===== src/rtl/mpc_pkg.sv =====
package mpc_pkg;
  typedef enum logic [1:0] {
    MODE_USUAL = 2'b00,
    MODE_SAVE  = 2'b01,
    MODE_DOWN  = 2'b10
  } mode_t;

  localparam logic [2:0] MUX_GND_A = 3'b000;
  localparam logic [2:0] MUX_RUN   = 3'b001;
  localparam logic [2:0] MUX_GND_B = 3'b010;
  localparam logic [2:0] MUX_GND_C = 3'b011;

  localparam logic [2:0] REG_LOW_A = 3'b000;
  localparam logic [2:0] REG_OFF   = 3'b001;
  localparam logic [2:0] REG_HIGH  = 3'b010;
  localparam logic [2:0] REG_LOW_B = 3'b011;
  localparam logic [2:0] REG_PD    = 3'b100;

  localparam logic [2:0] BAL_CLEAR = 3'b000;
endpackage


===== src/rtl/mpc_mode_fsm.sv =====
module mpc_mode_fsm
  import mpc_pkg::*;
#(
  parameter int CODE_W = 3
) (
  input  logic              clk,
  input  logic              rst_n,
  input  logic              charger_i,
  input  logic [CODE_W-1:0] code_i,
  input  logic              wr_mux_i,
  input  logic              wr_reg_i,
  output mode_t             mode_o,
  output logic              pd_go_o,
  output logic              reg_en_o,
  output logic              reg_hi_o
);
  mode_t mode_q;
  logic  en_q, hi_q;
  logic  pd_cmd;

  assign pd_cmd  = wr_reg_i && (code_i == CODE_W'(REG_PD));
  assign pd_go_o = pd_cmd && !charger_i && (mode_q != MODE_DOWN);

  always_ff @(posedge clk) begin
    if (!rst_n) begin
      mode_q <= MODE_SAVE;
      en_q   <= 1'b1;
      hi_q   <= 1'b0;
    end else if (mode_q == MODE_DOWN) begin
      if (charger_i) begin
        mode_q <= MODE_SAVE;
        en_q   <= 1'b1;
        hi_q   <= 1'b0;
      end
    end else if (pd_go_o) begin
      mode_q <= MODE_DOWN;
      en_q   <= 1'b0;
      hi_q   <= 1'b0;
    end else begin
      if (wr_mux_i) begin
        case (code_i)
          CODE_W'(MUX_RUN):   mode_q <= MODE_USUAL;
          CODE_W'(MUX_GND_A),
          CODE_W'(MUX_GND_B),
          CODE_W'(MUX_GND_C): mode_q <= MODE_SAVE;
          default:            mode_q <= mode_q;
        endcase
      end
      if (wr_reg_i) begin
        case (code_i)
          CODE_W'(REG_LOW_A),
          CODE_W'(REG_LOW_B): begin en_q <= 1'b1; hi_q <= 1'b0; end
          CODE_W'(REG_OFF):   begin en_q <= 1'b0; hi_q <= 1'b0; end
          CODE_W'(REG_HIGH):  begin en_q <= 1'b1; hi_q <= 1'b1; end
          default:            begin en_q <= en_q; hi_q <= hi_q; end
        endcase
      end
    end
  end

  assign mode_o   = mode_q;
  assign reg_en_o = en_q;
  assign reg_hi_o = hi_q;
endmodule


===== src/rtl/mpc_path_decode.sv =====
module mpc_path_decode #(
  parameter int NCELL  = 4,
  parameter int CODE_W = 3
) (
  input  logic              clk,
  input  logic              rst_n,
  input  logic              hold_i,
  input  logic              wr_sel_i,
  input  logic [CODE_W-1:0] code_i,
  input  logic              open_i,
  output logic [NCELL:0]    sw_a_o,
  output logic [NCELL:0]    sw_b_o
);
  logic [CODE_W-1:0] sel_q;
  int cell_idx, a_idx, b_idx;

  always_ff @(posedge clk) begin
    if (!rst_n)                  sel_q <= '0;
    else if (wr_sel_i && !hold_i) sel_q <= code_i;
  end

  // lower tap is the next node down the stack; the bottom cell wraps to tap 0
  always_comb begin
    cell_idx = int'(sel_q[CODE_W-2:0]);
    b_idx    = (cell_idx == NCELL - 1) ? 0 : cell_idx + 2;
    a_idx    = sel_q[CODE_W-1] ? b_idx : cell_idx + 1;
  end

  for (genvar k = 0; k <= NCELL; k++) begin : g_tap
    assign sw_a_o[k] = !open_i && (a_idx == k);
    assign sw_b_o[k] = !open_i && (b_idx == k);
  end
endmodule


===== src/rtl/mpc_balance.sv =====
module mpc_balance #(
  parameter int NCELL  = 4,
  parameter int CODE_W = 3
) (
  input  logic              clk,
  input  logic              rst_n,
  input  logic              hold_i,
  input  logic              clear_i,
  input  logic              wr_bal_i,
  input  logic [CODE_W-1:0] code_i,
  output logic [NCELL-1:0]  bal_o
);
  int hit_idx;
  logic zero_code;

  always_comb begin
    zero_code = (code_i == '0);
    hit_idx   = zero_code ? -1 : (int'(code_i) - 1) % NCELL;
  end

  for (genvar i = 0; i < NCELL; i++) begin : g_cell
    always_ff @(posedge clk) begin
      if (!rst_n)                      bal_o[i] <= 1'b0;
      else if (clear_i)                bal_o[i] <= 1'b0;
      else if (wr_bal_i && !hold_i) begin
        if (zero_code)                 bal_o[i] <= 1'b0;
        else if (hit_idx == i)         bal_o[i] <= 1'b1;
      end
    end
  end
endmodule


===== src/rtl/meas_power_ctrl.sv =====
module meas_power_ctrl
  import mpc_pkg::*;
#(
  parameter int NCELL  = 4,
  localparam int CODE_W = $clog2(NCELL) + 1
) (
  input  logic              clk,
  input  logic              rst_n,
  input  logic              charger_i,
  input  logic [CODE_W-1:0] code_i,
  input  logic              wr_sel_i,
  input  logic              wr_mux_i,
  input  logic              wr_reg_i,
  input  logic              wr_bal_i,
  output logic [NCELL:0]    sw_a_o,
  output logic [NCELL:0]    sw_b_o,
  output logic [NCELL-1:0]  bal_o,
  output logic              reg_en_o,
  output logic              reg_hi_o,
  output logic [1:0]        mode_o,
  output logic              pd_o
);
  mode_t mode;
  logic  pd_go, frozen, hold;

  mpc_mode_fsm #(.CODE_W(CODE_W)) u_mode (
    .clk(clk), .rst_n(rst_n), .charger_i(charger_i), .code_i(code_i),
    .wr_mux_i(wr_mux_i), .wr_reg_i(wr_reg_i), .mode_o(mode),
    .pd_go_o(pd_go), .reg_en_o(reg_en_o), .reg_hi_o(reg_hi_o)
  );

  assign frozen = (mode == MODE_DOWN);
  assign hold   = frozen || pd_go;

  mpc_path_decode #(.NCELL(NCELL), .CODE_W(CODE_W)) u_path (
    .clk(clk), .rst_n(rst_n), .hold_i(hold), .wr_sel_i(wr_sel_i),
    .code_i(code_i), .open_i(mode != MODE_USUAL),
    .sw_a_o(sw_a_o), .sw_b_o(sw_b_o)
  );

  mpc_balance #(.NCELL(NCELL), .CODE_W(CODE_W)) u_bal (
    .clk(clk), .rst_n(rst_n), .hold_i(frozen), .clear_i(pd_go),
    .wr_bal_i(wr_bal_i), .code_i(code_i), .bal_o(bal_o)
  );

  assign mode_o = mode;
  assign pd_o   = frozen;
endmodule


===== config.mk =====
export PLATFORM = sky130hd
export DESIGN_NAME = meas_power_ctrl
export DESIGN_NICKNAME = d
export VERILOG_FILES = /design/src/rtl/mpc_pkg.sv /design/src/rtl/mpc_mode_fsm.sv /design/src/rtl/mpc_path_decode.sv /design/src/rtl/mpc_balance.sv /design/src/rtl/meas_power_ctrl.sv
export SDC_FILE = /design/constraint.sdc
export NUM_CORES = 1
export LEC_CHECK = 0
export ABC_AREA = 1
export CAP_MARGIN = 25
export CORE_UTILIZATION = 38
export DETAILED_ROUTE_END_ITERATION = 10
export HOLD_SLACK_MARGIN = 0.03
export PLACE_DENSITY = 0.71
export SLEW_MARGIN = 25
export SYNTH_ARGS = -nofsm -noshare
export SYNTH_HDL_FRONTEND = slang
export SYNTH_SLANG_ARGS = --single-unit

===== constraint.sdc =====
create_clock -name clk -period 1.6 [get_ports clk]
set_clock_uncertainty 0.05 [all_clocks]
set_input_delay 0.32 -clock clk [delete_from_list [all_inputs] [get_ports clk]]
set_output_delay 0.32 -clock clk [all_outputs]
set_load 0.01 [all_outputs]

# ---- Yosys cells after proc, flatten, opt, wreduce, memory -nomap -nowiden
# Index checks and enable logic that the tools add are counted.
dict set report op_classes {
  n_eq_ne 19
  bitwise_logic 2
  addsub 3
  mux 26
  reduce_logical 44
}
# cell count
set op_table {}
lappend op_table {{$eq 32x3->1 const B} 6}
lappend op_table {{$eq 32x2->1 const B} 3}
lappend op_table {{$logic_not 32->1} 3}
lappend op_table {{$mux 32} 3}
lappend op_table {{$eq 32x4->1 const B} 2}
lappend op_table {{$mux 1} 16}
lappend op_table {{$logic_and 1x1->1} 15}
lappend op_table {{$reduce_bool 2->1} 5}
lappend op_table {{$reduce_and 3->1} 3}
lappend op_table {{$mux 2} 4}
lappend op_table {{$reduce_and 2->1} 4}
lappend op_table {{$reduce_bool 4->1} 2}
lappend op_table {{$eq 3x2->1 const B} 2}
lappend op_table {{$reduce_bool 3->1} 2}
lappend op_table {{$reduce_or 3->1} 2}
lappend op_table {{$logic_not 1->1} 4}
lappend op_table {{$ne 2x2->1 const B} 2}
lappend op_table {{$pmux 1 s2} 2}
lappend op_table {{$pmux 2 s2} 1}
lappend op_table {{$reduce_or 2->1} 2}
lappend op_table {{$sub 3x1->4 const B} 1}
lappend op_table {{$add 2x1->3 const B} 1}
lappend op_table {{$add 2x2->3 const B} 1}
lappend op_table {{$eq 3x1->1 const B} 1}
lappend op_table {{7 further kinds} 7}
dict set report totals {
  in_bits 10
  reg_bits 11
  wordCells 102
}

# ---- Logic depth before layout (Yosys ltp)
dict set report depth {
  word_depth 7
  mapped_depth 8
  depth_no_buf 8
}

# ---- Hierarchy
# Synthesis repeated with hierarchy kept, for this count alone.
dict set report unflattened {
  hier_cells 144
  area_unflattened_um2 880.8
}
# module area_per_inst_um2 n_inst cells_each
set by_module_without_submodules {}
lappend by_module_without_submodules {mpc_path_decode 359.1 1 62}
lappend by_module_without_submodules {mpc_mode_fsm 250.2 1 42}
lappend by_module_without_submodules {mpc_balance 246.5 1 34}
lappend by_module_without_submodules {meas_power_ctrl 25.0 1 6}

# ---- Worst setup path before layout
# No wires, ideal clock.
dict set report synth_timing {
  kind {register to output}
  startpoint {register u_path.sel_q[0]}
  endpoint {output sw_a_o[4]}
  t_required_ps 1230
  slack_ps -242
  stages_incl_launch_ff 7
  arrival_time_ps 1472
  path_buffers 0
  cell_sequence {dfxtp_1 inv_1 ha_1 inv_1 o21ai_0 or2_2 nor3_1}
}
dict set report synth_between {
  elab_chain_cells 5
  word_cells_on_any_way 7
  classes_between {add/sub: 2; eq/ne: 2; mux: 2; reduce/logical: 1}
}
# item line_no
set synth_lines {}
lappend synth_lines {{start, declared} mpc_path_decode.sv:14} ;# logic [CODE_W-1:0] sel_q;
lappend synth_lines {{start signal, assigned} mpc_path_decode.sv:19} ;# else if (wr_sel_i && !hold_i) sel_q <= code_i;
lappend synth_lines {{$add 2x2->3 / $eq 2x1->1 (equally long branches)} mpc_path_decode.sv:25} ;# b_idx = (cell_idx == NCELL - 1) ? 0 : cell_idx + 2;
lappend synth_lines {{$mux 32} mpc_path_decode.sv:25}
lappend synth_lines {{$mux 32 (*)} mpc_path_decode.sv:26} ;# a_idx = sel_q[CODE_W-1] ? b_idx : cell_idx + 1;
lappend synth_lines {{$eq 32x4->1 (*)} mpc_path_decode.sv:30} ;# assign sw_a_o[k] = !open_i && (a_idx == k);
lappend synth_lines {{$logic_and 1x1->1 (*)} mpc_path_decode.sv:30}
lappend synth_lines {{end, declared} meas_power_ctrl.sv:15} ;# output logic [NCELL:0] sw_a_o,
# Every way passes the cells marked *; elsewhere a longest branch is shown, timed or not.

# ---- Worst setup path after layout
# Ends and elaborated chain as after synthesis.

==> metrics.csv <==
stage;metric;value;unit
run_status;outcome;complete, but fails checks;
run_status;failed_checks;setup timing;
routing;antenna_left;0;
floorplan;die_w;45.7;um
clock_network;htreeDepth;1;
pwr;switching_share;31.7;%
clock_network;clockBufferDepth;2;
floorplan;die_area;2080;um^2
critical_path;crit_chain;buf_6 > ha_4 > nand2_2 > o21ai_2 > or2_4 > nor3_4 > buf_2;
timing;period_minus_slack;1.91;ns
synthesis;ys_seq_area_share;30.4;%
min_path;min-delay-start;u_bal.bal_o[3];
synthesis;yosys_register_bits;11;
critical_path;crit_required;1.23;ns
timing;finalHoldViolCount;0;
final_layout;drive_gt1_share;44.2;%
floorplan;start_util;41.1;%
critical_path;worst-path-buf-inv;2;
global_route;antenna_found_initial;0;
critical_path;arrival;1.54;ns
critical_path;r2r-end;u_mode.reg_en_o;
global_route;grt_max_degree;9;
synthesis;synthCells;103;
floorplan;pin_count;29;
routing;drtIter0Drc;12;
floorplan;coreArea;1760;um^2
synthesis;synth_nets;120;
critical_path;startpoint_type;flop;
pwr;p_clk_share;24.7;%
timing;slew_viol_final;0;
final_layout;antenna_cells;0;
synthesis;syn_area_per_cell;7.03;um^2
pwr;p_per_area;589;nW/um^2
global_route;grt_pass1_wl;2.78;mm
critical_path;r2r-start;u_mode.mode_o[0];
min_path;min_to;u_bal.bal_o[3];
synthesis;synth.distinct_cells;21;
synthesis;netlist_area;724;um^2
critical_path;crit_type;reg2out;
critical_path;rrSetupSlack;0.13;ns
critical_path;rr_worst_depth;9;
place;post-dp-hpwl;1.37;mm
synthesis;ys_warn_count;0;
clock_network;clock-sinks;11;
pwr;power_leakage;0.620;nW
clock_network;numCtsBuffers;3;
min_path;hold_depth;2;
routing;routed_wl;1.93;mm
job;drv_cap;0;
global_route;grt-ovfl-total;0;
clock_network;path_clk_slew;0.07;ns
pwr;total_power;774;uW
critical_path;endpoint_kind;output port;
min_path;hp-class;reg2reg;
floorplan;row_count;15;
pwr;pwr-share-seq;40.4;%
routing;post_drt_wl_per_cell;10.8;um
timing;rsz0062_at_grt;yes;
critical_path;crit_family;simple AND/OR/NAND/NOR gates;
clock_network;clk_latency;0.27;ns
final_layout;final_nets;172;
clock_network;cts_tree;done;
place;portBuffers;28;
pwr;combPwrFrac;34.9;%
routing;num_vias;818;
timing;setup_tns;-1.44;ns
clock_network;cts-root-buf;clkbuf_4;
routing;dr.pass1.iters;3;
timing;tightest_slew;0.313;ns
critical_path;critPathMaxStageDelay;0.37;ns
routing;routed_via_density;4.57;
timing;period_share;120;%
timing;max_clock_freq;523;MHz
place;place_congestion;0.813;
pwr;switching_power;245;uW
floorplan;fp.dieH;45.7;um
timing;fin_ws;-0.312;ns
timing;setup_viol;6;
pwr;p_int;529;uW
final_layout;syn2layout_area_growth;81.3;%
critical_path;crit_fanout;4;
timing;slew_headroom;79.1;%
routing;drc;0;
global_route;grt_pass1_vias;702;
global_route;grt_use_total;18.5;%
critical_path;slowest_stage;dfxtp_4;
pwr;ir_drop;0.000623;V
[worst reg2reg max path: cells and delay by family, from the launching register on]
kind,cells,cell delay (ns)
buf+inv,4,0.41
flops,1,0.34
simple gates,5,0.54
[power groups by stage]
stage          clock network (mW)  logic [mW]  registers [mW]
4_1_cts                     0.197       0.246           0.308
3_3_place_gp                    0       0.227           0.309
2_1_floorplan                   0       0.102           0.317
6_report                    0.191       0.270           0.313
3_5_place_dp                    0       0.230           0.310
5_1_grt                     0.207       0.292           0.315
[synth_stat cells (all sizes together)]
cell type,number,area (um^2)
nand4,2,12.5
inv,20,75.1
a31oi,1,6.26
dfxtp,11,220
ha,7,87.6
nor3,3,15.0
mux2i,1,10.0
o211ai,2,20.0
nand2,15,66.3
o21ai,6,30.0
a21oi,7,35.0
nand3,9,60.1
nor2,16,67.6
or2,3,18.8
[through the flow]
step	std cells	hold slack (ns)	instance area (um^2)	setup slack [ns]	util, %
after floorplan	103	0.342	752	-0.00109	-
after global placement	172	0.386	1180	-0.473	67.1
after detailed placement	172	0.389	1180	-0.520	67.1
after CTS	178	0.407	1260	-0.310	71.3
after global routing	179	0.428	1310	-0.378	74.5
final	179	0.401	1310	-0.312	74.5
[layer usage]
layer | global-route usage [%] | vias to the layer above | part of all wire (%)
met5 | 0 | - | 0
li1 | - | 430 | -
met1 | 22.6 | 364 | 44
met4 | 6.67 | 0 | 1.5
met2 | 30.9 | 20 | 50
met3 | 4.76 | 4 | 4.7
[state kept, by name, summed over array words and instances (netlist names)]
name / cells
u_bal.bal_o: 4
u_mode.mode_o: 2
u_mode.reg_en_o: 1
u_mode.reg_hi_o: 1
u_path.sel_q: 3
[cells by family after synthesis]
| family | synth area share (%) |
|---|---|
| AOI/OAI and AO/OA | 12.6 |
| buffers and inverters | 10.4 |
| muxes | 1.38 |
| DFF | 30.4 |
| and+or+nand+nor | 33.2 |
| adders and majority gates | 12.1 |
[layout by cell type (no fill, tap or decap), types with 2 or more instances in the layout]
cell type	netlist	layout
buf_2	0	9
buf_4	0	16
nand3_2	3	4
a21oi_1	7	7
nand4_1	2	2
clkbuf_4	0	3
inv_1	19	14
or2_1	2	2
dfxtp_4	0	2
inv_4	0	2
nand2_2	1	2
inv_2	1	3
nor2_1	13	10
dfxtp_2	0	3
dlygate4sd2_1	0	2
nand3_1	6	5
buf_6	0	3
ha_1	7	2
ha_4	0	5
nor2_2	3	5
clkdlybuf4s50_1	0	15
nand2_1	13	12
o21ai_0	6	4
dfxtp_1	11	6
[timing repair]
item,CTS,global route
setup endpoints to repair,13,11
gates resized for setup,65,14
pin swaps,4,4
buffers inserted,3,1
hold buffers,0,0
[how the worst max path moves through the flow]
stage                               start         to  slack, ns  depth (start not counted)
after global placement    u_path.sel_q[0]  sw_a_o[4]      -0.47                          7
after detailed placement  u_path.sel_q[0]  sw_a_o[4]      -0.52                          7
after CTS                 u_path.sel_q[0]  sw_a_o[4]      -0.31                          7
after floorplan           u_path.sel_q[1]  sw_a_o[4]     -0.001                          6
final                     u_path.sel_q[0]  sw_a_o[4]      -0.31                          7
after global routing      u_path.sel_q[0]  sw_a_o[4]      -0.38                          7
[final cells by class]
type                            instances  area, um^2
Tap cell                               25        31.3
Fill cell                             148         450
Inverter                               20        85.1
Sequential cell                        11         231
Timing Repair Buffer                   47         382
Clock buffer                            4        26.3
Multi-Input combinational cell         72         558
(Power assumes the default switching activity.)
